--- src/rtl/status_ret_pkg.sv ---
package status_ret_pkg;
  localparam int IecBit     = 0;
  localparam int IepBit     = 1;
  localparam int UmcBit     = 2;
  localparam int UmpBit     = 3;
  localparam int NmiBit     = 9;
  localparam int SwiBase    = 4;
  localparam int SwiCount   = 4;
  localparam int SwiIdxW    = $clog2(SwiCount);
  localparam int DbgModeBit = 14;
  localparam int DbgBrkBit  = 1;
  localparam int NumLdRegs  = 6;

  typedef enum logic [2:0] {
    CmdNop    = 3'd0,
    CmdIntDis = 3'd1,
    CmdIntEn  = 3'd2,
    CmdExcRet = 3'd3,
    CmdSwInt  = 3'd4,
    CmdDbgRet = 3'd5,
    CmdDbgBrk = 3'd6,
    CmdRsvd   = 3'd7
  } cmd_e;

  typedef struct packed {
    logic                 intDis;
    logic                 intEn;
    logic                 excRet;
    logic                 swInt;
    logic [SwiIdxW-1:0]   swIdx;
    logic                 dbgRet;
    logic                 dbgBrk;
    logic [NumLdRegs-1:0] ldOneHot;
  } strobe_t;
endpackage

--- src/rtl/status_ret_ctrl.sv ---
module status_ret_ctrl
  import status_ret_pkg::*;
(
  input  logic                          cmdValid,
  input  logic [2:0]                    cmdOp,
  input  logic [SwiIdxW-1:0]            cmdImm,
  input  logic                          ldEn,
  input  logic [$clog2(NumLdRegs+2)-1:0] ldSel,
  output strobe_t                       strobes
);
  localparam int SelW = $clog2(NumLdRegs + 2);

  logic [NumLdRegs-1:0] ldHit;

  // One decode line per loadable register.
  for (genvar g = 0; g < NumLdRegs; g++) begin : g_ld
    assign ldHit[g] = ldEn && (ldSel == SelW'(g));
  end

  always_comb begin
    strobes = '0;
    if (cmdValid) begin
      // A valid command owns the cycle; any load request is dropped.
      unique case (cmd_e'(cmdOp))
        CmdIntDis: strobes.intDis = 1'b1;
        CmdIntEn:  strobes.intEn  = 1'b1;
        CmdExcRet: strobes.excRet = 1'b1;
        CmdSwInt: begin
          strobes.swInt = 1'b1;
          strobes.swIdx = cmdImm;
        end
        CmdDbgRet: strobes.dbgRet = 1'b1;
        CmdDbgBrk: strobes.dbgBrk = 1'b1;
        default:   ;
      endcase
    end else begin
      strobes.ldOneHot = ldHit;
    end
  end
endmodule

--- src/rtl/status_ret_dpath.sv ---
module status_ret_dpath
  import status_ret_pkg::*;
#(
  parameter int DataW = 32
) (
  input  logic             clk,
  input  logic             rstN,
  input  strobe_t          strobes,
  input  logic [DataW-1:0] ldData,
  output logic [DataW-1:0] newPc,
  output logic             newPcValid,
  output logic [DataW-1:0] statusWord,
  output logic [DataW-1:0] causeReg,
  output logic [DataW-1:0] debugReg,
  output logic [DataW-1:0] excPc,
  output logic [DataW-1:0] nmiPc,
  output logic [DataW-1:0] dbgPc
);
  localparam logic [DataW-1:0] PcMask = {{(DataW-1){1'b1}}, 1'b0};

  logic [DataW-1:0] statusQ, statusD;
  logic [DataW-1:0] causeQ,  causeD;
  logic [DataW-1:0] debugQ,  debugD;
  logic [DataW-1:0] epcQ, npcQ, depcQ;
  logic [DataW-1:0] newPcQ, newPcD;
  logic             newPcValidQ;
  logic [SwiCount-1:0] swiSel;
  logic [DataW-1:0] swiMask;

  // One set-line per software-interrupt number.
  for (genvar g = 0; g < SwiCount; g++) begin : g_swi
    assign swiSel[g] = strobes.swInt && (strobes.swIdx == SwiIdxW'(g));
  end

  always_comb begin
    swiMask = '0;
    swiMask[SwiBase +: SwiCount] = swiSel;
  end

  always_comb begin
    statusD = strobes.ldOneHot[0] ? ldData : statusQ;
    if (strobes.intDis) statusD[IecBit] = 1'b0;
    if (strobes.intEn)  statusD[IecBit] = 1'b1;
    if (strobes.excRet) begin
      if (statusQ[NmiBit]) begin
        statusD[NmiBit] = 1'b0;
      end else begin
        statusD[UmcBit] = statusQ[UmpBit];
        statusD[IecBit] = statusQ[IepBit];
      end
    end
  end

  always_comb begin
    causeD = strobes.ldOneHot[1] ? ldData : (causeQ | swiMask);
  end

  always_comb begin
    debugD = strobes.ldOneHot[2] ? ldData : debugQ;
    if (strobes.dbgRet) debugD[DbgModeBit] = 1'b0;
    if (strobes.dbgBrk) debugD[DbgBrkBit]  = 1'b1;
  end

  always_comb begin
    newPcD = newPcQ;
    if (strobes.excRet) newPcD = (statusQ[NmiBit] ? npcQ : epcQ) & PcMask;
    if (strobes.dbgRet) newPcD = depcQ;
  end

  always_ff @(posedge clk or negedge rstN) begin
    if (!rstN) begin
      statusQ     <= '0;
      causeQ      <= '0;
      debugQ      <= '0;
      epcQ        <= '0;
      npcQ        <= '0;
      depcQ       <= '0;
      newPcQ      <= '0;
      newPcValidQ <= 1'b0;
    end else begin
      statusQ     <= statusD;
      causeQ      <= causeD;
      debugQ      <= debugD;
      if (strobes.ldOneHot[3]) epcQ  <= ldData;
      if (strobes.ldOneHot[4]) npcQ  <= ldData;
      if (strobes.ldOneHot[5]) depcQ <= ldData;
      newPcQ      <= newPcD;
      newPcValidQ <= strobes.excRet || strobes.dbgRet;
    end
  end

  assign newPc      = newPcQ;
  assign newPcValid = newPcValidQ;
  assign statusWord = statusQ;
  assign causeReg   = causeQ;
  assign debugReg   = debugQ;
  assign excPc      = epcQ;
  assign nmiPc      = npcQ;
  assign dbgPc      = depcQ;

  p_int_dis_r2: assert property (@(posedge clk) disable iff (!rstN)
    strobes.intDis |=> !statusQ[IecBit]);
  p_int_en_r2: assert property (@(posedge clk) disable iff (!rstN)
    strobes.intEn |=> statusQ[IecBit]);
  p_nmi_ret_r3: assert property (@(posedge clk) disable iff (!rstN)
    (strobes.excRet && statusQ[NmiBit]) |=>
      (!statusQ[NmiBit] && newPcQ == ($past(npcQ) & PcMask)));
  p_exc_ret_r4: assert property (@(posedge clk) disable iff (!rstN)
    (strobes.excRet && !statusQ[NmiBit]) |=>
      (statusQ[UmcBit] == $past(statusQ[UmpBit]) &&
       statusQ[IecBit] == $past(statusQ[IepBit]) &&
       newPcQ == ($past(epcQ) & PcMask)));
  p_swi_r5: assert property (@(posedge clk) disable iff (!rstN)
    strobes.swInt |=> causeQ[SwiBase + int'($past(strobes.swIdx))]);
  p_dbg_ret_r6: assert property (@(posedge clk) disable iff (!rstN)
    strobes.dbgRet |=> (!debugQ[DbgModeBit] && newPcQ == $past(depcQ)));
  p_dbg_brk_r7: assert property (@(posedge clk) disable iff (!rstN)
    strobes.dbgBrk |=> debugQ[DbgBrkBit]);
  p_valid_src_r8: assert property (@(posedge clk) disable iff (!rstN)
    newPcValidQ |-> $past(strobes.excRet || strobes.dbgRet));
  p_valid_quiet_r8: assert property (@(posedge clk) disable iff (!rstN)
    (strobes.intDis || strobes.intEn || strobes.swInt || strobes.dbgBrk) |=> !newPcValidQ);
endmodule

--- src/rtl/status_ret_unit.sv ---
module status_ret_unit
  import status_ret_pkg::*;
#(
  parameter int DataW = 32
) (
  input  logic             clk,
  input  logic             rstN,
  input  logic             cmdValid,
  input  logic [2:0]       cmdOp,
  input  logic [1:0]       cmdImm,
  input  logic             ldEn,
  input  logic [2:0]       ldSel,
  input  logic [DataW-1:0] ldData,
  output logic [DataW-1:0] newPc,
  output logic             newPcValid,
  output logic [DataW-1:0] statusWord,
  output logic [DataW-1:0] causeReg,
  output logic [DataW-1:0] debugReg,
  output logic [DataW-1:0] excPc,
  output logic [DataW-1:0] nmiPc,
  output logic [DataW-1:0] dbgPc
);
  strobe_t strobes;

  status_ret_ctrl i_ctrl (
    .cmdValid (cmdValid),
    .cmdOp    (cmdOp),
    .cmdImm   (cmdImm),
    .ldEn     (ldEn),
    .ldSel    (ldSel),
    .strobes  (strobes)
  );

  status_ret_dpath #(.DataW(DataW)) i_dpath (
    .clk        (clk),
    .rstN       (rstN),
    .strobes    (strobes),
    .ldData     (ldData),
    .newPc      (newPc),
    .newPcValid (newPcValid),
    .statusWord (statusWord),
    .causeReg   (causeReg),
    .debugReg   (debugReg),
    .excPc      (excPc),
    .nmiPc      (nmiPc),
    .dbgPc      (dbgPc)
  );
endmodule

--- config.mk ---
export PLATFORM = sky130hd
export DESIGN_NAME = status_ret_unit
export DESIGN_NICKNAME = d
export VERILOG_FILES = /design/src/rtl/status_ret_pkg.sv /design/src/rtl/status_ret_ctrl.sv /design/src/rtl/status_ret_dpath.sv /design/src/rtl/status_ret_unit.sv
export SDC_FILE = /design/constraint.sdc
export NUM_CORES = 1
export LEC_CHECK = 0
export ABC_CLOCK_PERIOD_IN_PS = 2550
export BUFFER_PORTS_ARGS = -buffer_cell sky130_fd_sc_hd__buf_4
export CORE_MARGIN = 5
export CORE_UTILIZATION = 45
export CTS_CLUSTER_DIAMETER = 120
export CTS_CLUSTER_SIZE = 12
export DETAILED_ROUTE_END_ITERATION = 10
export PLACE_DENSITY = 0.71
export SYNTH_ARGS = -nofsm -noshare
export SYNTH_HDL_FRONTEND = slang
export SYNTH_SLANG_ARGS = --single-unit
--- constraint.sdc ---
create_clock -name clk -period 2.55 [get_ports clk]
set_clock_uncertainty 0.2 [all_clocks]
set_input_delay 0.255 -clock clk [delete_from_list [all_inputs] [get_ports clk]]
set_output_delay 0.255 -clock clk [all_outputs]
set_load 0.02 [all_outputs]
==> reports/results.txt, run 1 <==
status: finished, final reports clean
Hold-fix buffers, CTS: 44
Initial Utilization: 45.9%
Clock Latency Late Sink: 0.49 ns
Avg Synthesized Cell Area: 14.9 sq um
Reg2Reg Depth: 5
maxcap violations: 0
total gr overflow: 0
syn nets: 672
Buffers & Inverters on Critical Path: 4
slowest cell on the critical path: dlygate4sd3_1
DRT met1 WL: 10,700 microns
Reg clk slew, reported paths: 0.07 ns
Leak: 5.99 nW
hold path start: cmdValid
commonest non-fill, non-tap cell in the layout: buf_4
commonest non-fill, non-tap cells in the layout: buf_4 (283), dfrtp_1 (224), mux2_2 (181)
drt wl/cell: 21.2 microns
fin crit share: 96.2%
mapped cell area: 0.00934 sq mm
DR WL met3: 2040 microns
Synth Register Bits: 225
worst hold endpoint: i_dpath.statusWord[9]
final WL: 25,900 microns
gr usage total: 21.4%
CTS Buffer Depth: 3
Setup crit end kind: flop
ANT cells: 0
Seq/Total Area, Yosys: 60.3%
vias in the first global route: 7,017
WHS Path Cells: 4
Unique masters post-synth: 34
layout cells sized above 1: 56.1%
Worst path max stage delay: 0.62 ns
post-DP HPWL: 17,800 microns
R2R setup slack: 0.39 ns
crit path DAT: 2.68 ns
Final setup viols: 0
drt initial violations: 212
TritonCTS clock tree: done
Max Slew Vio Count: 0
Routed Antenna Nets: 0
Mapped Cells: 628
f_max: 408 MHz
Die ar.: 0.0237 sq mm
global-route wire length before repair: 40,600 microns
Resize count post-CTS: 0
RSZ-0062 raised after global routing: false
Die X: 154 microns
area share of the largest cell type after synthesis: 60.3%
Vias/cell: 5.23
worst path required time: 2.78 ns
Final min period: 2.45 ns
max layer used: met4
async set-reset flop share out of synthesis: 100%
IO Pins: 269
area leader, netlist: dfrtp_1
clock tree sinks: 225
PD cells: 963 mW/mm^2
Min Hold Slack: 0.0392 ns
nets@finish: 996
met2 WL: 12,400 microns
Final GP Congestion: 0.820
Root Driver: clkbuf_16
Worst path most repeated cell: dlygate4sd3_1
DIE HEIGHT: 154 microns
drt pass-1 iters: 4
Core ar.: 0.0204 sq mm
post-CTS setup buffers: 0
top cell family by delay on the critical path: buffers and inverters
worst hold path class: input pin to flop
DR vias: 6,394
maximum VDD drop: 0.000784 V
CP Max Fanout: 4
Slew Limit Headroom: 58.5%
Crit Reg-Reg Startpoint: i_dpath.statusWord[9]
setup_tns: 0 ns
Area contributors post-synth: dfrtp_1 (60%), mux2_2 (22%), mux2_4 (4.0%), mux2i_1 (3.3%), o21ai_0 (2.1%)
CP Cell Sequence: dlygate4sd3_1 -> buf_4 -> nor3b_4 -> dlygate4sd3_1 -> nand3_1 -> a31oi_1 -> dlygate4sd3_1
H-Tree Depth: 1
Worst Setup Start Kind: input pin
drt drc: 0
number of synthesized flops with an enable pin: 0
Primary FF master, synth: dfrtp_1
Synth-to-Final Area Change: 36.7%
I/O Buffers: 268
measured slew at the worst slew-check pin: 0.614 ns
Setup CP Type: input pin to flop
synth warn: 0
initial antenna violation count: 0
CTS Buf Count: 22
Site Rows: 52
r2r endpoint: i_dpath.statusWord[0]
largest net degree at the start of global routing: 72
Hold Fails Final Rpt: 0
[per-layer routing]
| metal | vias up | GRT usage, % |
|---|---|---|
| met5 | - | 0 |
| li1 | 2858 | - |
| met2 | 220 | 35.4 |
| met4 | 0 | 5.89 |
| met3 | 43 | 5.96 |
| met1 | 3273 | 27.8 |
[where the power goes]
part           total, W  leakage, nW  internal, W  switching [W]
Combinational   0.00431         2.94      0.00210        0.00221
Sequential      0.00514         2.77      0.00448       0.000658
Clock           0.00285        0.289      0.00159        0.00127
[Yosys cell counts, drive strengths merged, types with 3 or more instances]
| library cell | instances |
|---|---|
| o21ai | 40 |
| inv | 5 |
| nand2 | 34 |
| a31oi | 5 |
| mux2i | 31 |
| clkbuf | 7 |
| nand3 | 3 |
| nor3 | 5 |
| nor2 | 5 |
| dfrtp | 225 |
| a21oi | 6 |
| buf | 30 |
| mux2 | 213 |
[area by class of cell]
cell class	instances	area (sq um)
fillers	1609	7590
multi-input cells	361	3440
clock buffers	24	579
repair buffers	337	2760
clock inverters	1	5.00
inverters	5	18.8
well taps	270	338
flip-flops and latches	225	5630
[worst max path at each step]
stage / start / end / cells past startpoint
detailed placement: cmdValid / i_dpath.dbgPc[22] / 6
global placement: cmdValid / i_dpath.dbgPc[21] / 6
floorplan: i_dpath.statusWord[9] / i_dpath.newPc[23] / 5
CTS: ldSel[1] / i_dpath.statusWord[0] / 7
global route: ldSel[1] / i_dpath.statusWord[0] / 7
finish: ldSel[1] / i_dpath.statusWord[0] / 7
[cells by family after synthesis]
group / Yosys count / synth area share [%]
AO/OA/AOI/OAI: 53 / 2.97
buffers and inverters: 42 / 3.07
flip-flops: 225 / 60.3
multiplexers: 244 / 30.0
AND/OR/NAND/NOR: 64 / 3.70
[registers in the layout, indices dropped and copies added, names as in the netlist]
register / cells
i_dpath.dbgPc: 32
i_dpath.causeReg: 32
i_dpath.statusWord: 32
i_dpath.debugReg: 32
i_dpath.nmiPc: 32
i_dpath.excPc: 32
i_dpath.newPcValid: 1
i_dpath.newPc: 32
[metrics by stage]
stage               instances  utilization, %  worst slack, ns  total power (W)  cell area (sq um)
finish                   1223            62.7           0.0970           0.0123              12800
detailed placement       1154            57.7            0.535          0.00947              11800
global route             1223            62.7          0.00697           0.0129              12800
CTS                      1223            62.7            0.107           0.0124              12800
global placement         1154            57.7            0.570          0.00939              11800
floorplan                 628               -            0.807          0.00733               9340
[worst reg2reg max path: stages (launching register included)]
cell and delay (ns):
dfrtp_2 0.67, buf_12 0.27, o21ai_0 0.11, and3_1 0.18, a31oi_1 0.12, dlygate4sd3_1 0.56
Power figures use the tool's default switching activity.
==> run 2, diff against run 1 <==
- HOLD_SLACK_MARGIN: default -> 0.05
- SYNTH_HIERARCHICAL: default -> 1
==> reports/results.txt, run 2 <==
synth warn: 6 (+6)
Synth Area in XOR/XNOR: 0% (unchanged)
power share of the clock group: 23.4% (+0.2 points)
Final Power: 0.0121 W (-1.6%)
crit path DAT: 2.47 ns (-0.21 ns)
drt initial violations: 188 (-11%)
syn nets: 633 (-5.8%)
PD cells: 962 mW/mm^2 (about the same)
Int Power: 0.00797 W (-2.4%)
IO Pins: 269 (unchanged)
Reg clk slew, reported paths: 0.06 ns (about the same)
fin crit share: 90.1% (-6.1 points)
f_max: 435 MHz (+6.8%)
Site Rows: 52 (unchanged)
switching pwr: 0.00413 W (about the same)
CP Max Fanout: 6 (+2)
Unique masters post-synth: 35 (+2.9%)
Hold Fails Final Rpt: 0 (unchanged)
CTS Buf Count: 22 (unchanged)
number of synthesized flops with an enable pin: 0 (unchanged)
setup_tns: 0 ns (unchanged)
Core Util, Final: 62.0% (-0.79 points)
Primary FF master, synth: dfrtp_1
Worst Setup Start Kind: input pin
drt wl/cell: 22.2 microns (+5.0%)
CTS Buffer Depth: 3 (unchanged)
area share of the largest cell type after synthesis: 60.5% (+0.19 points)
TritonCTS clock tree: done
Mapped Cells: 589 (-6.2%)
largest net degree at the start of global routing: 62 (-14%)
Leak: 5.84 nW (-2.6%)
Slew Limit Headroom: 46.5% (-12 points)
ANT cells: 0 (unchanged)
Area contributors post-synth: dfrtp_1 (60%), mux2_2 (19%), a22oi_2 (3.8%), mux2i_1 (3.8%), mux2_1 (3.3%)
Setup CP Type: input pin to flop
gr usage total: 21.7% (+0.25 points)
Post-Synth Simple-Gate Area: 2.11% (-1.6 points)
Buffers & Inverters on Critical Path: 4 (unchanged)
Die X: 154 microns (-0.15%)
maximum VDD drop: 0.000562 V (-28%)
worst hold path class: input pin to asynchronous set/reset pin
DR vias: 6,268 (-2.0%)
Vias/cell: 5.34 (+2.1%)
Logic pwr share: 34.1% (-1.0 points)
mux cell area share after synthesis: 26.0% (-4.0 points)
Initial Utilization: 45.9% (about the same)
layout cells sized above 1: 58.6% (+2.5 points)
Final GP Congestion: 0.827 (+0.89%)
synth cell count leaders: dfrtp_1 (225), mux2_2 (156), mux2i_1 (35), a22oi_2 (28), mux2_1 (27)
Min Hold Slack: 0.0925 ns (+0.0534 ns)
mapped cell area: 0.00931 sq mm (-0.31%)
slowest cell on the critical path: dlygate4sd3_1
most common cell in the netlist: dfrtp_1
Worst path max stage delay: 0.56 ns (-0.06 ns)
multi-input logic area: 0.00334 sq mm (-2.9%)
Final min period: 2.30 ns (-0.157 ns)
Seq pwr share: 42.5% (+0.7 points)
Reg area: 0.00563 sq mm (unchanged)
drt pass-1 iters: 4 (unchanged)
commonest non-fill, non-tap cells in the layout: buf_4 (280), dfrtp_1 (224), mux2_2 (156)
compound-cell area share of the yosys netlist: 7.38% (+4.4 points)
Root Driver: clkbuf_16
I/O Buffers: 268 (unchanged)
initial antenna violation count: 0 (unchanged)
DIE HEIGHT: 154 microns (-0.15%)
Avg Synthesized Cell Area: 15.8 sq um (+6.3%)
area leader, netlist: dfrtp_1
switching share of power: 34.1% (+0.53 points)
largest family of logic cells by synthesized area: multiplexers
H-Tree Depth: 1 (unchanged)
global-route wire length before repair: 41,000 microns (+0.90%)
Placed Instance Area: 0.0116 sq mm (-1.3%)
nets@finish: 947 (-4.9%)
drt drc: 0 (unchanged)
Die ar.: 0.0237 sq mm (-0.29%)
Synth-to-Final Area Change: 35.0%
Worst path most repeated cell: dlygate4sd3_1
Final setup viols: 0 (unchanged)
clock tree sinks: 225 (unchanged)
Setup crit end kind: flop
commonest non-fill, non-tap cell in the layout: buf_4
top cell family by delay on the critical path: buffers and inverters
total gr overflow: 0 (unchanged)
adder-cell area share of the yosys netlist: 0% (unchanged)
vias in the first global route: 6,887 (-1.9%)
Clock Latency Late Sink: 0.49 ns (about the same)
Seq/Total Area, Yosys: 60.5% (+0.19 points)
Core ar.: 0.0203 sq mm (-0.32%)
Fillers: 1,583 (-1.6%)
Max Slew Vio Count: 0 (unchanged)
RSZ-0062 raised after global routing: false
measured slew at the worst slew-check pin: 0.801 ns (+0.188 ns)
final WL: 26,100 microns (+0.78%)
async set-reset flop share out of synthesis: 100% (unchanged)
maxcap violations: 0 (unchanged)
Synth Register Bits: 225 (unchanged)
post-CTS setup buffers: 0 (unchanged)
worst path required time: 2.72 ns (-0.06 ns)
Finished Cell Area: 0.0126 sq mm (-1.6%)
CP Cell Sequence: dlygate4sd3_1 -> buf_4 -> and4bb_2 -> and2_1 -> inv_1 -> a31oi_1 -> o21ai_0 -> dlygate4sd3_1
Routed Antenna Nets: 0 (unchanged)
post-DP HPWL: 18,000 microns (+1.1%)
status: finished, final reports clean
-- run 2: worst paths after layout --
| path | from | endpoint | slack [ns] | depth (start not counted) |
|---|---|---|---|---|
| worst max-delay path | cmdOp[1] | i_dpath/causeReg[6] | 0.25 | 8 |
| worst min-delay path | rstN | i_dpath/causeReg[0] | 0.09 | 2 |
| worst max register to register | i_dpath/debugReg[1] | i_dpath/debugReg[1] | 0.88 | 3 |
| worst min register to register | i_dpath/causeReg[27] | i_dpath/causeReg[27] | 0.29 | 1 |
| max in group asynchronous | rstN | i_dpath/causeReg[25] | 1.37 | 3 |
| min in group clk | cmdImm[0] | i_dpath/causeReg[5] | 0.12 | 4 |
-- run 2: area by class of cell --
type	instances	area share (%)
repair buffers	328	21.2
flip-flops and latches	225	44.8
inverters	3	0.0895
multi-input cells	323	26.6
well taps	270	2.69
clock inverters	1	0.0398
clock buffers	24	4.61
-- run 2: repair_timing --
item	CTS	global route
resized for setup	0	0
endpoints found under the hold margin	417	0
hold buffers	39	0
-- run 2: cell families (layout without fill, tap and decap cells) --
group	after synthesis	in the layout
simple gates	29	29
mux	219	219
compound gates	75	75
buf+inv	41	356
flops	225	225
-- run 2: worst reg2reg max path: stages (launching register included) --
cell and delay, ns:
dfrtp_1 0.40, nor2b_1 0.14, a211o_1 0.26, dlygate4sd3_1 0.55
-- run 2: power by group through the flow --
stage / combinational [W] / clock [W] / sequential, W
after CTS: 0.00418 / 0.00290 / 0.00514
after global placement: 0.00404 / 0 / 0.00514
after global routing: 0.00438 / 0.00304 / 0.00525
after detailed placement: 0.00412 / 0 / 0.00518
after floorplan: 0.00113 / 0 / 0.00610
final: 0.00413 / 0.00283 / 0.00514
-- run 2: metal layers --
layer  GRT usage, %  vias up  wire length (microns)
li1               -     2757                      -
met1           28.0     3231                  10600
met2           36.0      238                  12700
met3           6.52       42                   2070
met4           5.42        0                    698
met5              0        -                      0
-- run 2: metrics by stage --
stage / instances / setup WS, ns
final: 1174 / 0.254
after CTS: 1174 / 0.363
after global placement: 1110 / 0.428
after global routing: 1174 / 0.233
after floorplan: 589 / 0.772
after detailed placement: 1110 / 0.390
==> run 3, diff against run 2 <==
- ABC_CLOCK_PERIOD_IN_PS: 2550 -> 2600
- clock period: 2.55 -> 2.6 ns (I/O delays scaled with it)
==> reports/results.txt, run 3 (synthesized netlist as in run 2, its figures left out) <==
status: finished, final reports clean
slowest cell on the critical path: nor2_4
IO Pins: 269 (unchanged)
Clock Latency Late Sink: 0.49 ns (about the same)
Slew Limit Headroom: 29.4% (-17 points)
Final setup viols: 0 (unchanged)
PD cells: 946 mW/mm^2 (-1.7%)
drt initial violations: 312 (+66%)
Vias/cell: 5.37 (+0.59%)
setup_tns: 0 ns (unchanged)
Setup crit end kind: flop
gr usage total: 21.9% (+0.21 points)
TritonCTS clock tree: done
crit path DAT: 2.56 ns (+0.09 ns)
worst hold path class: input pin to flop
RSZ-0062 raised after global routing: false
worst hold endpoint: i_dpath/causeReg[5]
top cell family by delay on the critical path: buffers and inverters
global-route wire length before repair: 41,300 microns (+0.69%)
Initial Utilization: 45.9% (unchanged)
Crit Reg-Reg Startpoint: i_dpath/debugReg[1]
r2r endpoint: i_dpath/debugReg[1]
Routed Antenna Nets: 0 (unchanged)
Hold Fails Final Rpt: 0 (unchanged)
Die X: 154 microns (unchanged)
Worst path max stage delay: 0.79 ns (+0.23 ns)
dpl cells: 1,111 (+0.090%)
Leak: 5.83 nW (-0.18%)
Synth-to-Final Area Change: 34.7%
drt pass-1 iters: 4 (unchanged)
fin crit share: 90.5%
Final GP Congestion: 0.831 (+0.46%)
Core ar.: 0.0203 sq mm (unchanged)
Placed Instance Area: 0.0116 sq mm (about the same)
DR vias: 6,294 (+0.41%)
worst path required time: 2.81 ns (+0.09 ns)
Worst path most repeated cell: buf_4
Buffers & Inverters on Critical Path: 4 (unchanged)
Setup WS post-layout: 0.247 ns (-0.00656 ns)
R2R setup slack: 0.92 ns (+0.04 ns)
commonest non-fill, non-tap cells in the layout: buf_4 (282), dfrtp_1 (224), mux2_2 (156)
drt drc: 0 (unchanged)
Finished Cell Area: 0.0125 sq mm (-0.23%)
Final Non-Filler Cells: 1,172 (-0.17%)
hold path start: cmdImm[0]
largest net degree at the start of global routing: 74 (+19%)
vias in the first global route: 7,104 (+3.2%)
commonest non-fill, non-tap cell in the layout: buf_4
maximum VDD drop: 0.000638 V (+14%)
Max Slew Vio Count: 0 (unchanged)
WHS Path Cells: 4
measured slew at the worst slew-check pin: 1.06 ns (+0.256 ns)
initial antenna violation count: 0 (unchanged)
Setup CP Type: input pin to flop
Root Driver: clkbuf_16
maxcap violations: 0 (unchanged)
ANT cells: 0 (unchanged)
layout cells sized above 1: 58.9% (+0.24 points)
Min Hold Slack: 0.0727 ns (-0.0198 ns)
Site Rows: 52 (unchanged)
Reg clk slew, reported paths: 0.06 ns (about the same)
total gr overflow: 0 (unchanged)
Worst Setup Start Kind: input pin
CP Cell Sequence: dlygate4sd3_1 -> buf_4 -> nor3b_1 -> buf_4 -> nor2_4 -> buf_4 -> a22oi_2 -> o21ai_1
CTS Buffer Depth: 3 (unchanged)
drt wl/cell: 22.5 microns (+1.1%)
Reg2Reg Depth: 3 (unchanged)
CP Max Fanout: 26 (+20)
post-DP HPWL: 18,300 microns (+1.5%)
DIE HEIGHT: 154 microns (unchanged)
H-Tree Depth: 1 (unchanged)
pre-CTS setup slack: 0.217 ns (-0.173 ns)
I/O Buffers: 268 (unchanged)
final WL: 26,300 microns (+0.94%)
Die ar.: 0.0237 sq mm (unchanged)
Final min period: 2.35 ns
clock tree sinks: 225 (unchanged)
f_max: 425 MHz
nets@finish: 946 (-0.11%)
CTS Buf Count: 22 (unchanged)
-- run 3: power by group --
| group | leakage, nW | total [W] | internal [W] | switching (W) |
|---|---|---|---|---|
| registers | 2.78 | 0.00505 | 0.00436 | 0.000695 |
| clock network | 0.287 | 0.00276 | 0.00155 | 0.00121 |
| logic | 2.77 | 0.00405 | 0.00191 | 0.00214 |
-- run 3: layer usage --
layer / vias to the layer above / share of wire, % / wire length (microns) / global-route usage (%)
li1: 2751 / - / - / -
met1: 3239 / 40 / 10500 / 27.4
met2: 253 / 50 / 13100 / 37.4
met3: 51 / 7.6 / 1990 / 6.16
met4: 0 / 2.6 / 684 / 5.80
met5: - / 0 / 0 / 0
-- run 3: repair_timing --
action / 4_1_cts / 5_1_grt
hold buffers: 37 / 0
setup buffers: 0 / 0
resized for setup: 0 / 0
hold endpoints to repair: 303 / 0
setup endpoints to repair: 0 / 0
-- run 3: layout make-up --
class / instances / area [sq um]
clock buffers: 23 / 576
clock inverters: 1 / 5.00
fillers: 1558 / 7750
inverters: 3 / 11.3
multi-input cells: 323 / 3340
flip-flops and latches: 225 / 5630
well taps: 270 / 338
repair buffers: 327 / 2640
-- run 3: worst min-delay path: cells and delay by family --
kind	cells	cell delay [ns]
buffers and inverters	1	0.07
AND/OR/NAND/NOR	1	0.15
AO/OA/AOI/OAI	2	0.24
-- run 3: per-stage QoR --
stage / utilization [%] / power (W)
after global placement: 57.1 / 0.00900
after CTS: 61.8 / 0.0120
after detailed placement: 57.1 / 0.00913
after floorplan: - / 0.00709
after global routing: 61.8 / 0.0124
final: 61.8 / 0.0119
-- run 3: worst max-delay path by stage --
stage | from | endpoint | slack, ns | cells after the start
after floorplan | cmdOp[0] | i_dpath/statusWord[0] | 0.82 | 4
after global placement | cmdValid | i_dpath/newPc[25] | 0.30 | 8
after detailed placement | cmdValid | i_dpath/newPc[25] | 0.22 | 8
after CTS | cmdOp[1] | i_dpath/newPc[25] | 0.25 | 8
after global routing | cmdOp[1] | i_dpath/newPc[25] | 0.18 | 8
final | cmdOp[1] | i_dpath/newPc[25] | 0.25 | 8
